File: config.mk
export PLATFORM = sky130hd
export DESIGN_NAME = tlbp_top
export DESIGN_NICKNAME = d
export VERILOG_FILES = /design/src/rtl/tlbp_pkg.sv /design/src/rtl/tlbp_store.sv /design/src/rtl/tlbp_match.sv /design/src/rtl/tlbp_check.sv /design/src/rtl/tlbp_top.sv
export SDC_FILE = /design/constraint.sdc
export NUM_CORES = 1
export LEC_CHECK = 0
export CELL_PAD_IN_SITES_DETAIL_PLACEMENT = 1
export CELL_PAD_IN_SITES_GLOBAL_PLACEMENT = 2
export CORE_AREA = 2 2 257 259
export DETAILED_ROUTE_END_ITERATION = 8
export DIE_AREA = 0 0 259 261
export HOLD_SLACK_MARGIN = 0.1
export PLACE_DENSITY = 0.72
export SLEW_MARGIN = 5
export SYNTH_ARGS = -nofsm -noshare
export SYNTH_HDL_FRONTEND = slang
export SYNTH_SLANG_ARGS = --single-unit
File: constraint.sdc
create_clock -name clk -period 6.7 [get_ports clk]
set_input_delay 1.34 -clock clk [delete_from_list [all_inputs] [get_ports clk]]
set_output_delay 1.34 -clock clk [all_outputs]
set_load 0.02 [all_outputs]
File: src/rtl/tlbp_pkg.sv
package tlbp_pkg;

    localparam int VA_W      = 32;
    localparam int OFF_W     = 12;
    localparam int VPN_W     = VA_W - OFF_W;
    localparam int DOM_W     = 4;
    localparam int SUB_BITS  = 2;
    localparam int SUBPAGES  = 1 << SUB_BITS;
    localparam int AP_W      = 2 * SUBPAGES;

    typedef enum logic [2:0] {
        FLT_NONE   = 3'd0,
        FLT_ALIGN  = 3'd1,
        FLT_XLATE  = 3'd2,
        FLT_DOMAIN = 3'd3,
        FLT_PERM   = 3'd4
    } fault_e;

    typedef enum logic [1:0] {
        SZ_BYTE = 2'd0,
        SZ_HALF = 2'd1,
        SZ_WORD = 2'd2,
        SZ_RSVD = 2'd3
    } size_e;

    typedef struct packed {
        logic             valid;
        logic [VPN_W-1:0] vpn;
        logic [VPN_W-1:0] ppn;
        logic [DOM_W-1:0] dom;
        logic [AP_W-1:0]  ap;
    } entry_t;

    function automatic logic misaligned(input logic [1:0] size, input logic [1:0] low);
        case (size)
            SZ_HALF: misaligned = low[0];
            SZ_WORD,
            SZ_RSVD: misaligned = |low;
            default: misaligned = 1'b0;
        endcase
    endfunction

    function automatic logic perm_ok(input logic [1:0] ap2, input logic user, input logic write);
        case (ap2)
            2'b00:   perm_ok = 1'b0;
            2'b01:   perm_ok = !user;
            2'b10:   perm_ok = !user || !write;
            default: perm_ok = 1'b1;
        endcase
    endfunction

endpackage

File: src/rtl/tlbp_store.sv
module tlbp_store
    import tlbp_pkg::*;
#(
    parameter int ENTRIES = 8
) (
    input  logic                      clk,
    input  logic                      rst,
    input  logic                      flush,
    input  logic                      fill_en,
    input  logic [VPN_W-1:0]          fill_vpn,
    input  logic [VPN_W-1:0]          fill_ppn,
    input  logic [DOM_W-1:0]          fill_dom,
    input  logic [AP_W-1:0]           fill_ap,
    output entry_t [ENTRIES-1:0]      ents
);

    localparam int IDX_W = (ENTRIES > 1) ? $clog2(ENTRIES) : 1;
    localparam logic [IDX_W-1:0] LAST = IDX_W'(ENTRIES - 1);

    logic [ENTRIES-1:0] dup_vec;
    logic [ENTRIES-1:0] free_vec;
    logic [IDX_W-1:0]   rr_ptr;
    logic [IDX_W-1:0]   tgt;
    logic               replace;
    logic               found;

    for (genvar g = 0; g < ENTRIES; g++) begin : g_scan
        assign dup_vec[g]  = ents[g].valid && (ents[g].vpn == fill_vpn);
        assign free_vec[g] = !ents[g].valid;
    end

    // Target choice: existing page, then lowest free slot, then round-robin victim.
    always_comb begin
        tgt     = '0;
        replace = 1'b0;
        found   = 1'b0;
        for (int i = 0; i < ENTRIES; i++) begin
            if (!found && dup_vec[i]) begin
                tgt   = IDX_W'(i);
                found = 1'b1;
            end
        end
        for (int i = 0; i < ENTRIES; i++) begin
            if (!found && free_vec[i]) begin
                tgt   = IDX_W'(i);
                found = 1'b1;
            end
        end
        if (!found) begin
            tgt     = rr_ptr;
            replace = 1'b1;
        end
    end

    always_ff @(posedge clk) begin
        if (rst) begin
            ents   <= '0;
            rr_ptr <= '0;
        end else if (flush) begin
            for (int i = 0; i < ENTRIES; i++) begin
                ents[i].valid <= 1'b0;
            end
            rr_ptr <= '0;
        end else if (fill_en) begin
            ents[tgt] <= '{valid: 1'b1, vpn: fill_vpn, ppn: fill_ppn,
                           dom: fill_dom, ap: fill_ap};
            if (replace) begin
                rr_ptr <= (rr_ptr == LAST) ? '0 : rr_ptr + 1'b1;
            end
        end
    end

endmodule

File: src/rtl/tlbp_match.sv
module tlbp_match
    import tlbp_pkg::*;
#(
    parameter int ENTRIES = 8
) (
    input  entry_t [ENTRIES-1:0] ents,
    input  logic [VPN_W-1:0]     vpn,
    output logic [ENTRIES-1:0]   hit_vec,
    output logic                 hit,
    output entry_t               hit_ent
);

    for (genvar g = 0; g < ENTRIES; g++) begin : g_cmp
        assign hit_vec[g] = ents[g].valid && (ents[g].vpn == vpn);
    end

    assign hit = |hit_vec;

    // AND-OR select; at most one entry matches a given page.
    always_comb begin
        hit_ent = '0;
        for (int i = 0; i < ENTRIES; i++) begin
            hit_ent = hit_ent | (ents[i] & {$bits(entry_t){hit_vec[i]}});
        end
    end

endmodule

File: src/rtl/tlbp_check.sv
module tlbp_check
    import tlbp_pkg::*;
(
    input  logic [VA_W-1:0]  vaddr,
    input  logic [1:0]       size,
    input  logic             write,
    input  logic             user,
    input  logic [DOM_W-1:0] cur_dom,
    input  logic             hit,
    input  entry_t           hit_ent,
    output fault_e           fault,
    output logic [VA_W-1:0]  paddr
);

    logic [SUB_BITS-1:0] sub;
    logic [1:0]          ap2;

    assign sub = vaddr[OFF_W-1 -: SUB_BITS];
    assign ap2 = hit_ent.ap[2*sub +: 2];

    always_comb begin
        if (misaligned(size, vaddr[1:0])) begin
            fault = FLT_ALIGN;
        end else if (!hit) begin
            fault = FLT_XLATE;
        end else if (hit_ent.dom != cur_dom) begin
            fault = FLT_DOMAIN;
        end else if (!perm_ok(ap2, user, write)) begin
            fault = FLT_PERM;
        end else begin
            fault = FLT_NONE;
        end
    end

    assign paddr = (fault == FLT_NONE) ? {hit_ent.ppn, vaddr[OFF_W-1:0]} : '0;

endmodule

File: src/rtl/tlbp_top.sv
module tlbp_top
    import tlbp_pkg::*;
#(
    parameter int ENTRIES = 8
) (
    input  logic        clk,
    input  logic        rst,
    input  logic        flush,
    input  logic        fill_en,
    input  logic [19:0] fill_vpn,
    input  logic [19:0] fill_ppn,
    input  logic [3:0]  fill_dom,
    input  logic [7:0]  fill_ap,
    input  logic        req_valid,
    input  logic [31:0] req_vaddr,
    input  logic [1:0]  req_size,
    input  logic        req_write,
    input  logic        req_user,
    input  logic [3:0]  cur_dom,
    output logic        rsp_valid,
    output logic [31:0] rsp_paddr,
    output logic [2:0]  rsp_fault
);

    entry_t [ENTRIES-1:0] ents;
    logic [ENTRIES-1:0]   hit_vec;
    logic                 hit;
    entry_t               hit_ent;
    fault_e               fault_c;
    logic [VA_W-1:0]      paddr_c;

    tlbp_store #(.ENTRIES(ENTRIES)) u_store (
        .clk      (clk),
        .rst      (rst),
        .flush    (flush),
        .fill_en  (fill_en),
        .fill_vpn (fill_vpn),
        .fill_ppn (fill_ppn),
        .fill_dom (fill_dom),
        .fill_ap  (fill_ap),
        .ents     (ents)
    );

    tlbp_match #(.ENTRIES(ENTRIES)) u_match (
        .ents    (ents),
        .vpn     (req_vaddr[VA_W-1:OFF_W]),
        .hit_vec (hit_vec),
        .hit     (hit),
        .hit_ent (hit_ent)
    );

    tlbp_check u_check (
        .vaddr   (req_vaddr),
        .size    (req_size),
        .write   (req_write),
        .user    (req_user),
        .cur_dom (cur_dom),
        .hit     (hit),
        .hit_ent (hit_ent),
        .fault   (fault_c),
        .paddr   (paddr_c)
    );

    always_ff @(posedge clk) begin
        if (rst) begin
            rsp_valid <= 1'b0;
            rsp_fault <= FLT_NONE;
            rsp_paddr <= '0;
        end else begin
            rsp_valid <= req_valid;
            if (req_valid) begin
                rsp_fault <= fault_c;
                rsp_paddr <= paddr_c;
            end
        end
    end

endmodule

* Word level (Yosys, flattened, before mapping)
Index checks and enable logic that the tools add are counted. W data, S select, Z words.
Word-level totals: word-level logic and storage cells 200, bits in registers 463
Cells by class: bitwise gates (word level) 17, magnitude comparators 2, muxes and demuxes 46, shift operators 1, add/sub/neg operators 1, reduce and logical (&&, ||, !) cells 66, eq/ne operators 23
Operators with widths (number):
- $bwmux W424 | 1
- $eq A20 B20 Y1 | 16
- $and A32 B32 Y32 | 8
- $or A32 B32 Y32 | 7
- $demux W53 S3 | 1
- $mux W3 | 18
- $mux W53 | 1
- $logic_and A1 B1 Y1 | 32
- $mux W32 | 1
- $logic_not A1 Y1 | 25
- $mux W1 | 20
- $reduce_or A8 Y1 | 1
- $shiftx A8 B4 Y2 | 1
- $eq A2 B2 Y1 const B | 3
- $reduce_or A2 Y1 | 3
- $eq A2 B1 Y1 const B | 2
- $lt A3 B4 Y1 const B | 1
- $mux W2 | 2
- $ne A4 B4 Y1 | 1
- $reduce_and A2 Y1 | 2
- $add A3 B1 Y3 const B | 1
- $eq A3 B3 Y1 const B | 1
- $ge A3 B1 Y1 const B | 1
- $logic_not A3 Y1 | 1
- 5 further kinds | 6

* Longest topological paths before layout
word-level depth 54, gate-level depth with buffers 15, mapped depth without buffers 10

* Hierarchy
Synthesis repeated with hierarchy kept, for this count alone.
Second synthesis, totals: cells, all modules 2803, area total of the unflattened synthesis 25618.3 µm²
Modules (own cells, without submodules):
- tlbp_store | area an instance 18260.0 µm², sequential area each 8548.2 µm², instances 1, cells each 1734
- tlbp_match | area an instance 5505.3 µm², sequential area each 0.0 µm², instances 1, cells each 863
- tlbp_top | area an instance 1297.5 µm², sequential area each 720.7 µm², instances 1, cells each 115
- tlbp_check | area an instance 555.5 µm², sequential area each 0.0 µm², instances 1, cells each 91

* Least setup slack after synthesis
No wires, ideal clock.
path kind in2reg, from input fill_vpn[2], to register, netlist name u_store.ents[106], setup time 0.128 ns, data arrival time 3.771 ns, cell stages on the path 15, buffers on the path 5, setup slack 2.801 ns, cells stage by stage buf_2 -> buf_2 -> xnor2_1 -> nand4_1 -> nor2_1 -> nand3_1 -> and4_1 -> o31a_1 -> buf_4 -> or3b_1 -> buf_6 -> nor2_8 -> buf_8 -> mux2i_1 -> nor2_1
On the way: longest elaborated chain between the ends 54, elaborated cells on any way between the ends 84, classes of those cells order compare (2); eq/ne (8); mux (35); reduce/logical (39)
RTL lines:
- start: declaration | line tlbp_top.sv:10 | input logic [19:0] fill_vpn,
- $eq A20 B20 Y1 | line tlbp_store.sv:28 | assign dup_vec[g] = ents[g].valid && (ents[g].vpn == fill_vpn);
- $logic_and A1 B1 Y1 | line tlbp_store.sv:28
- $mux W1 | line tlbp_store.sv:38 | if (!found && dup_vec[i]) begin
- $logic_not A1 Y1 | line tlbp_store.sv:38
- $logic_and A1 B1 Y1 | line tlbp_store.sv:38
- $mux W1 | line tlbp_store.sv:38
- $logic_not A1 Y1 | line tlbp_store.sv:38
- $logic_and A1 B1 Y1 | line tlbp_store.sv:38
- (+38 left out)
- $logic_and A1 B1 Y1 | line tlbp_store.sv:44 | if (!found && free_vec[i]) begin
- $mux W3 / $mux W1 (equally long branches) | line tlbp_store.sv:44
- $mux W3 * | line tlbp_store.sv:49 | if (!found) begin
- $lt A3 B4 Y1 (implied by the code) / $ge A3 B1 Y1 (equally long branches) | line tlbp_store.sv:65 | ents[tgt] <= '{valid: 1'b1, vpn: fill_vpn, ppn: fill_ppn,
- $logic_and A1 B1 Y1 (implied by the code) | line tlbp_store.sv:65
- $mux W53 (implied by the code) | line tlbp_store.sv:65
- $demux W53 S3 *
- $bwmux W424 * | line tlbp_store.sv:65
Mark *: on every way between the ends. The rest lies on a longest branch, timed or not. A chain may end at the register's enable or synchronous reset.

* Worst setup path in the final report
from input fill_vpn[14], to register, netlist name u_store.ents[67]
On the way: longest elaborated chain between the ends 54, elaborated cells on any way between the ends 84, classes of those cells order compare (2); eq/ne (8); mux (35); reduce/logical (39)
RTL lines (line):
- $eq A20 B20 Y1 | tlbp_store.sv:28
- $logic_and A1 B1 Y1 | tlbp_store.sv:28
- $mux W1 | tlbp_store.sv:38
- $logic_not A1 Y1 | tlbp_store.sv:38
- $logic_and A1 B1 Y1 | tlbp_store.sv:38
- $mux W1 | tlbp_store.sv:38
- $logic_not A1 Y1 | tlbp_store.sv:38
- $logic_and A1 B1 Y1 | tlbp_store.sv:38
- (+38 left out)
- $logic_and A1 B1 Y1 | tlbp_store.sv:44
- $mux W3 / $mux W1 (equally long branches) | tlbp_store.sv:44
- $mux W3 * | tlbp_store.sv:49
- $lt A3 B4 Y1 (implied by the code) / $ge A3 B1 Y1 (equally long branches) | tlbp_store.sv:65
- $logic_and A1 B1 Y1 (implied by the code) | tlbp_store.sv:65
- $mux W53 (implied by the code) | tlbp_store.sv:65
- $demux W53 S3 *
- $bwmux W424 * | tlbp_store.sv:65
Marked as above.

==> key figures <==
Outcome
  – Status: finished, final reports clean

Critical path
  – Critical Setup Path Class: primary input to flip-flop
  – CP Max Fanout: 21
  – Worst path required time: just over 7 ns
  – Depth of the most critical reg-to-reg path: 11
  – Critical Path AT: 5.82 ns
  – FF-to-FF Start: u_store.ents[247]
  – Startpoint types: primary input
  – R2R Setup Slk: 2.79 ns
  – Reg2Reg Capture Point: rsp_paddr[4]
  – Worst Setup End Kind: flip-flop

Global route
  – Largest net degree at the start of global routing: 169
  – Initial antenna violation count: 1
  – Total Routing Usage GR: 23.46%
  – First-pass GRT wire length: 119.9 mm
  – Vias in the first global route: 18,820
  – Total gr overflow: 0

STA
  – Final Cycle Share: 80.08%
  – Slew Limit Headroom: 34.61%
  – Slew @ Worst Pin: 0.9808 ns
  – Fmax: around 190 MHz
  – Hold Vio Cnt, Final: 0
  – Setup-failing EPs final: 0
  – Final Max Tran Viols: 0
  – Clock Skew: 0.03878 ns
  – Min Tclk post-route: 5.365 ns
  – TNS Setup: 0 ns
  – RSZ-0062 raised after global routing: false

Pwr
  – Clock share of power: roughly 49%
  – Pleak: about 9.9 nW
  – Net switching power: 1.573 mW
  – Cell-internal power: 4.873 mW
  – Tot Pwr: between 6 and 7 mW
  – Sw Share: around 24%
  – Comb pwr share: 7.3%
  – Flop pwr share: 43.3%
  – Pwr/cell area: 244.9 mW/mm^2
  – VDD IR max: 0.1762 mV

Place
  – Dpl cell area: 0.02440 mm^2
  – Placer Congestion: 0.9298
  – DPL Wire Length: around 54 mm
  – Port Buf Inserts: 132

Min path
  – Hold crit path type: flip-flop to flip-flop
  – Hold endpoint: rsp_paddr[26]
  – Min-delay src: rsp_paddr[26]
  – Hold path cells: 2

Die
  – Die width: approximately 260 um
  – Row count: between 90 and 100
  – Die area: 0.06760 mm^2
  – Die height: 261 um
  – # IOs: 133
  – Initial Utilization: 34.53%
  – Core Footprint: 0.06504 mm^2

Routing
  – Met3 wire length: between 4 and 5 mm
  – Routed via count: 17,940
  – Highest metal used: met4
  – DR DRC count: 0
  – Iter 0 DRT Violations: 1,120
  – Total Wirelength: around 80 mm
  – DR WL/cell: 23.81 um
  – DRT antenna net count: 0
  – WL met2: between 30 and 40 mm
  – DR pass1 iterations: 5
  – DR vias/cell: 5.346
  – WL met1: 36.20 mm

Synthesis
  – Post-synthesis adder-cell area fraction: less than 1%
  – Synth Register Bits: around 460
  – Post-synth EDFFs: 0
  – Async set-reset flop share out of synthesis: 0%
  – Synth Area in Simple Gates: between 10% and 20%
  – Cells after Synth: between 2,000 and 2,500
  – Synth cell types: slightly below 70
  – Synth Net Count: 2,504
  – Ys flop type: dfxtp_1
  – Syn_area_per_cell: 9.338 um^2
  – Syn Std Cell Area: 0.02246 mm^2
  – Register area share after synthesis: 41.27%
  – Main combinational cell family by area after synthesis: multiplexers
  – XOR/XNOR Fraction of Synth Area: between 10% and 20%
  – Synth Warn #: 0
  – Post-synthesis mux area share: 16.89%
  – Compound-gate portion of the synthesized area: 7.164%

Clocking
  – Postcts setup bufs: 0
  – Post-cts hold buffer count: 0
  – CTS Buf Count: 54
  – TritonCTS clock tree: done
  – Resized cells post-CTS: 0
  – Clock buffer depth: 3
  – H-tree depth: 2
  – Clock sink total: 463
  – CTS Root Cell: clkbuf_16
  – Worst-skew pair later-pin latency: around 0.63 ns
  – Clock transition at the registers of the reported paths: 0.06 ns

Cells and area
  – Area growth from synthesis to layout: 17.20%
  – Fraction of layout cells with a size suffix above 1: 8.594%
  – Final Cell Area: 0.02632 mm^2
  – Fin util: 40.47%
  – Most frequent cells in the layout: dfxtp_1 (463), nor2_1 (400), mux2i_1 (379), xnor2_1 (248), clkdlybuf4s50_1 (131)
  – Nets: 2,546
  – Commonest non-fill, non-tap cell in the layout: dfxtp_1

Run
  – Max cap viols: 0
-- logic make-up (layout without fill, tap and decap cells) --
kind of cell               count (synthesis)  count (layout)
AOI/OAI and AO/OA                        229             229
xor gates and xnor gates                 323             323
adders and majority gates                  2               2
buffers and inverters                    242             327
DFF                                      463             463
muxes                                    379             379
other                                      0               1
and+or+nand+nor                          767             767
-- flip-flops by register name (all words and copies together) (netlist names) --
name,cells
u_store.ents,424
rsp_paddr,32
rsp_fault,3
u_store.rr_ptr,3
rsp_valid,1
-- how the worst max path moves through the flow --
stage	startpoint	endpoint
3_3_place_gp	fill_vpn[14]	u_store.ents[68]
5_1_grt	fill_vpn[15]	u_store.ents[65]
6_report	fill_vpn[14]	u_store.ents[67]
4_1_cts	fill_vpn[14]	u_store.ents[65]
3_5_place_dp	fill_vpn[14]	u_store.ents[65]
2_1_floorplan	fill_vpn[2]	u_store.ents[106]
-- synthesized netlist by cell type, types with 3 or more instances --
cell	number	area share (%)
dfxtp_1	463	41
nor2_1	401	6.7
mux2i_1	379	17
xnor2_1	248	9.7
a22oi_1	98	3.3
nand3_1	96	2.1
nand2_1	92	1.5
nand4_1	87	2.4
buf_2	83	1.8
clkbuf_1	76	1.3
xor2_1	73	2.8
a21oi_1	51	1.1
buf_4	49	1.6
nor4_1	26	0.72
o21ai_1	26	0.58
inv_1	15	0.25
and3_1	11	0.31
buf_6	9	0.45
a22o_1	8	0.31
nor3_1	8	0.18
a222oi_1	7	0.31
o31ai_2	7	0.39
and2_1	6	0.17
buf_1	5	0.084
buf_8	5	0.33
o21ai_0	5	0.11
a31oi_1	4	0.11
nor2b_1	4	0.11
nor4_2	4	0.22
a21boi_0	3	0.10
and4_1	3	0.12
nand2_2	3	0.084
o211ai_1	3	0.10
-- worst max-delay path, cell delays in order --
cell             delay (ns)
clkdlybuf4s50_1        0.88
xnor2_1                0.57
nand4_1                0.15
nor4_1                 0.41
nand3_1                0.29
and4_1                 0.31
o31a_1                 0.24
or3b_1                 0.56
nor2_8                 0.48
buf_12                 0.29
mux2i_1                0.22
nor2_1                 0.05
-- area by class of cell --
class	instances	area, um^2
timing repair buffer	213	2072
antenna	1	2.502
inverter	15	56.30
tap	864	1081
multi-input combinational	1700	11920
clock buffer	77	1588
clock inverter	22	331.6
sequential	463	9269
fill	7349	38720
-- power by group through the flow --
stage / clock network [mW] / logic (mW) / registers [mW]
global placement: 0 / 0.466 / 2.85
floorplan: 0 / 0.296 / 2.85
CTS: 3.25 / 0.473 / 2.79
detailed placement: 0 / 0.470 / 2.85
finish: 3.18 / 0.474 / 2.79
global route: 3.37 / 0.502 / 2.79
-- layer usage --
layer | vias to the layer above | track usage, %
met5 | - | 0
met4 | 0 | 6.631
met3 | 112 | 3.291
met2 | 486 | 39.38
met1 | 9030 | 31.42
li1 | 8309 | -
-- stage by stage --
step	instances	worst slack [ns]	hold slack, ns
after floorplan	2405	2.801	0.4550
after global placement	3255	0.8642	0.4353
after detailed placement	3255	0.7852	0.4401
after CTS	3354	1.409	0.4483
after global routing	3355	1.142	0.4716
final	3355	1.335	0.4464
No activity file was read; power rests on OpenSTA's default activity.
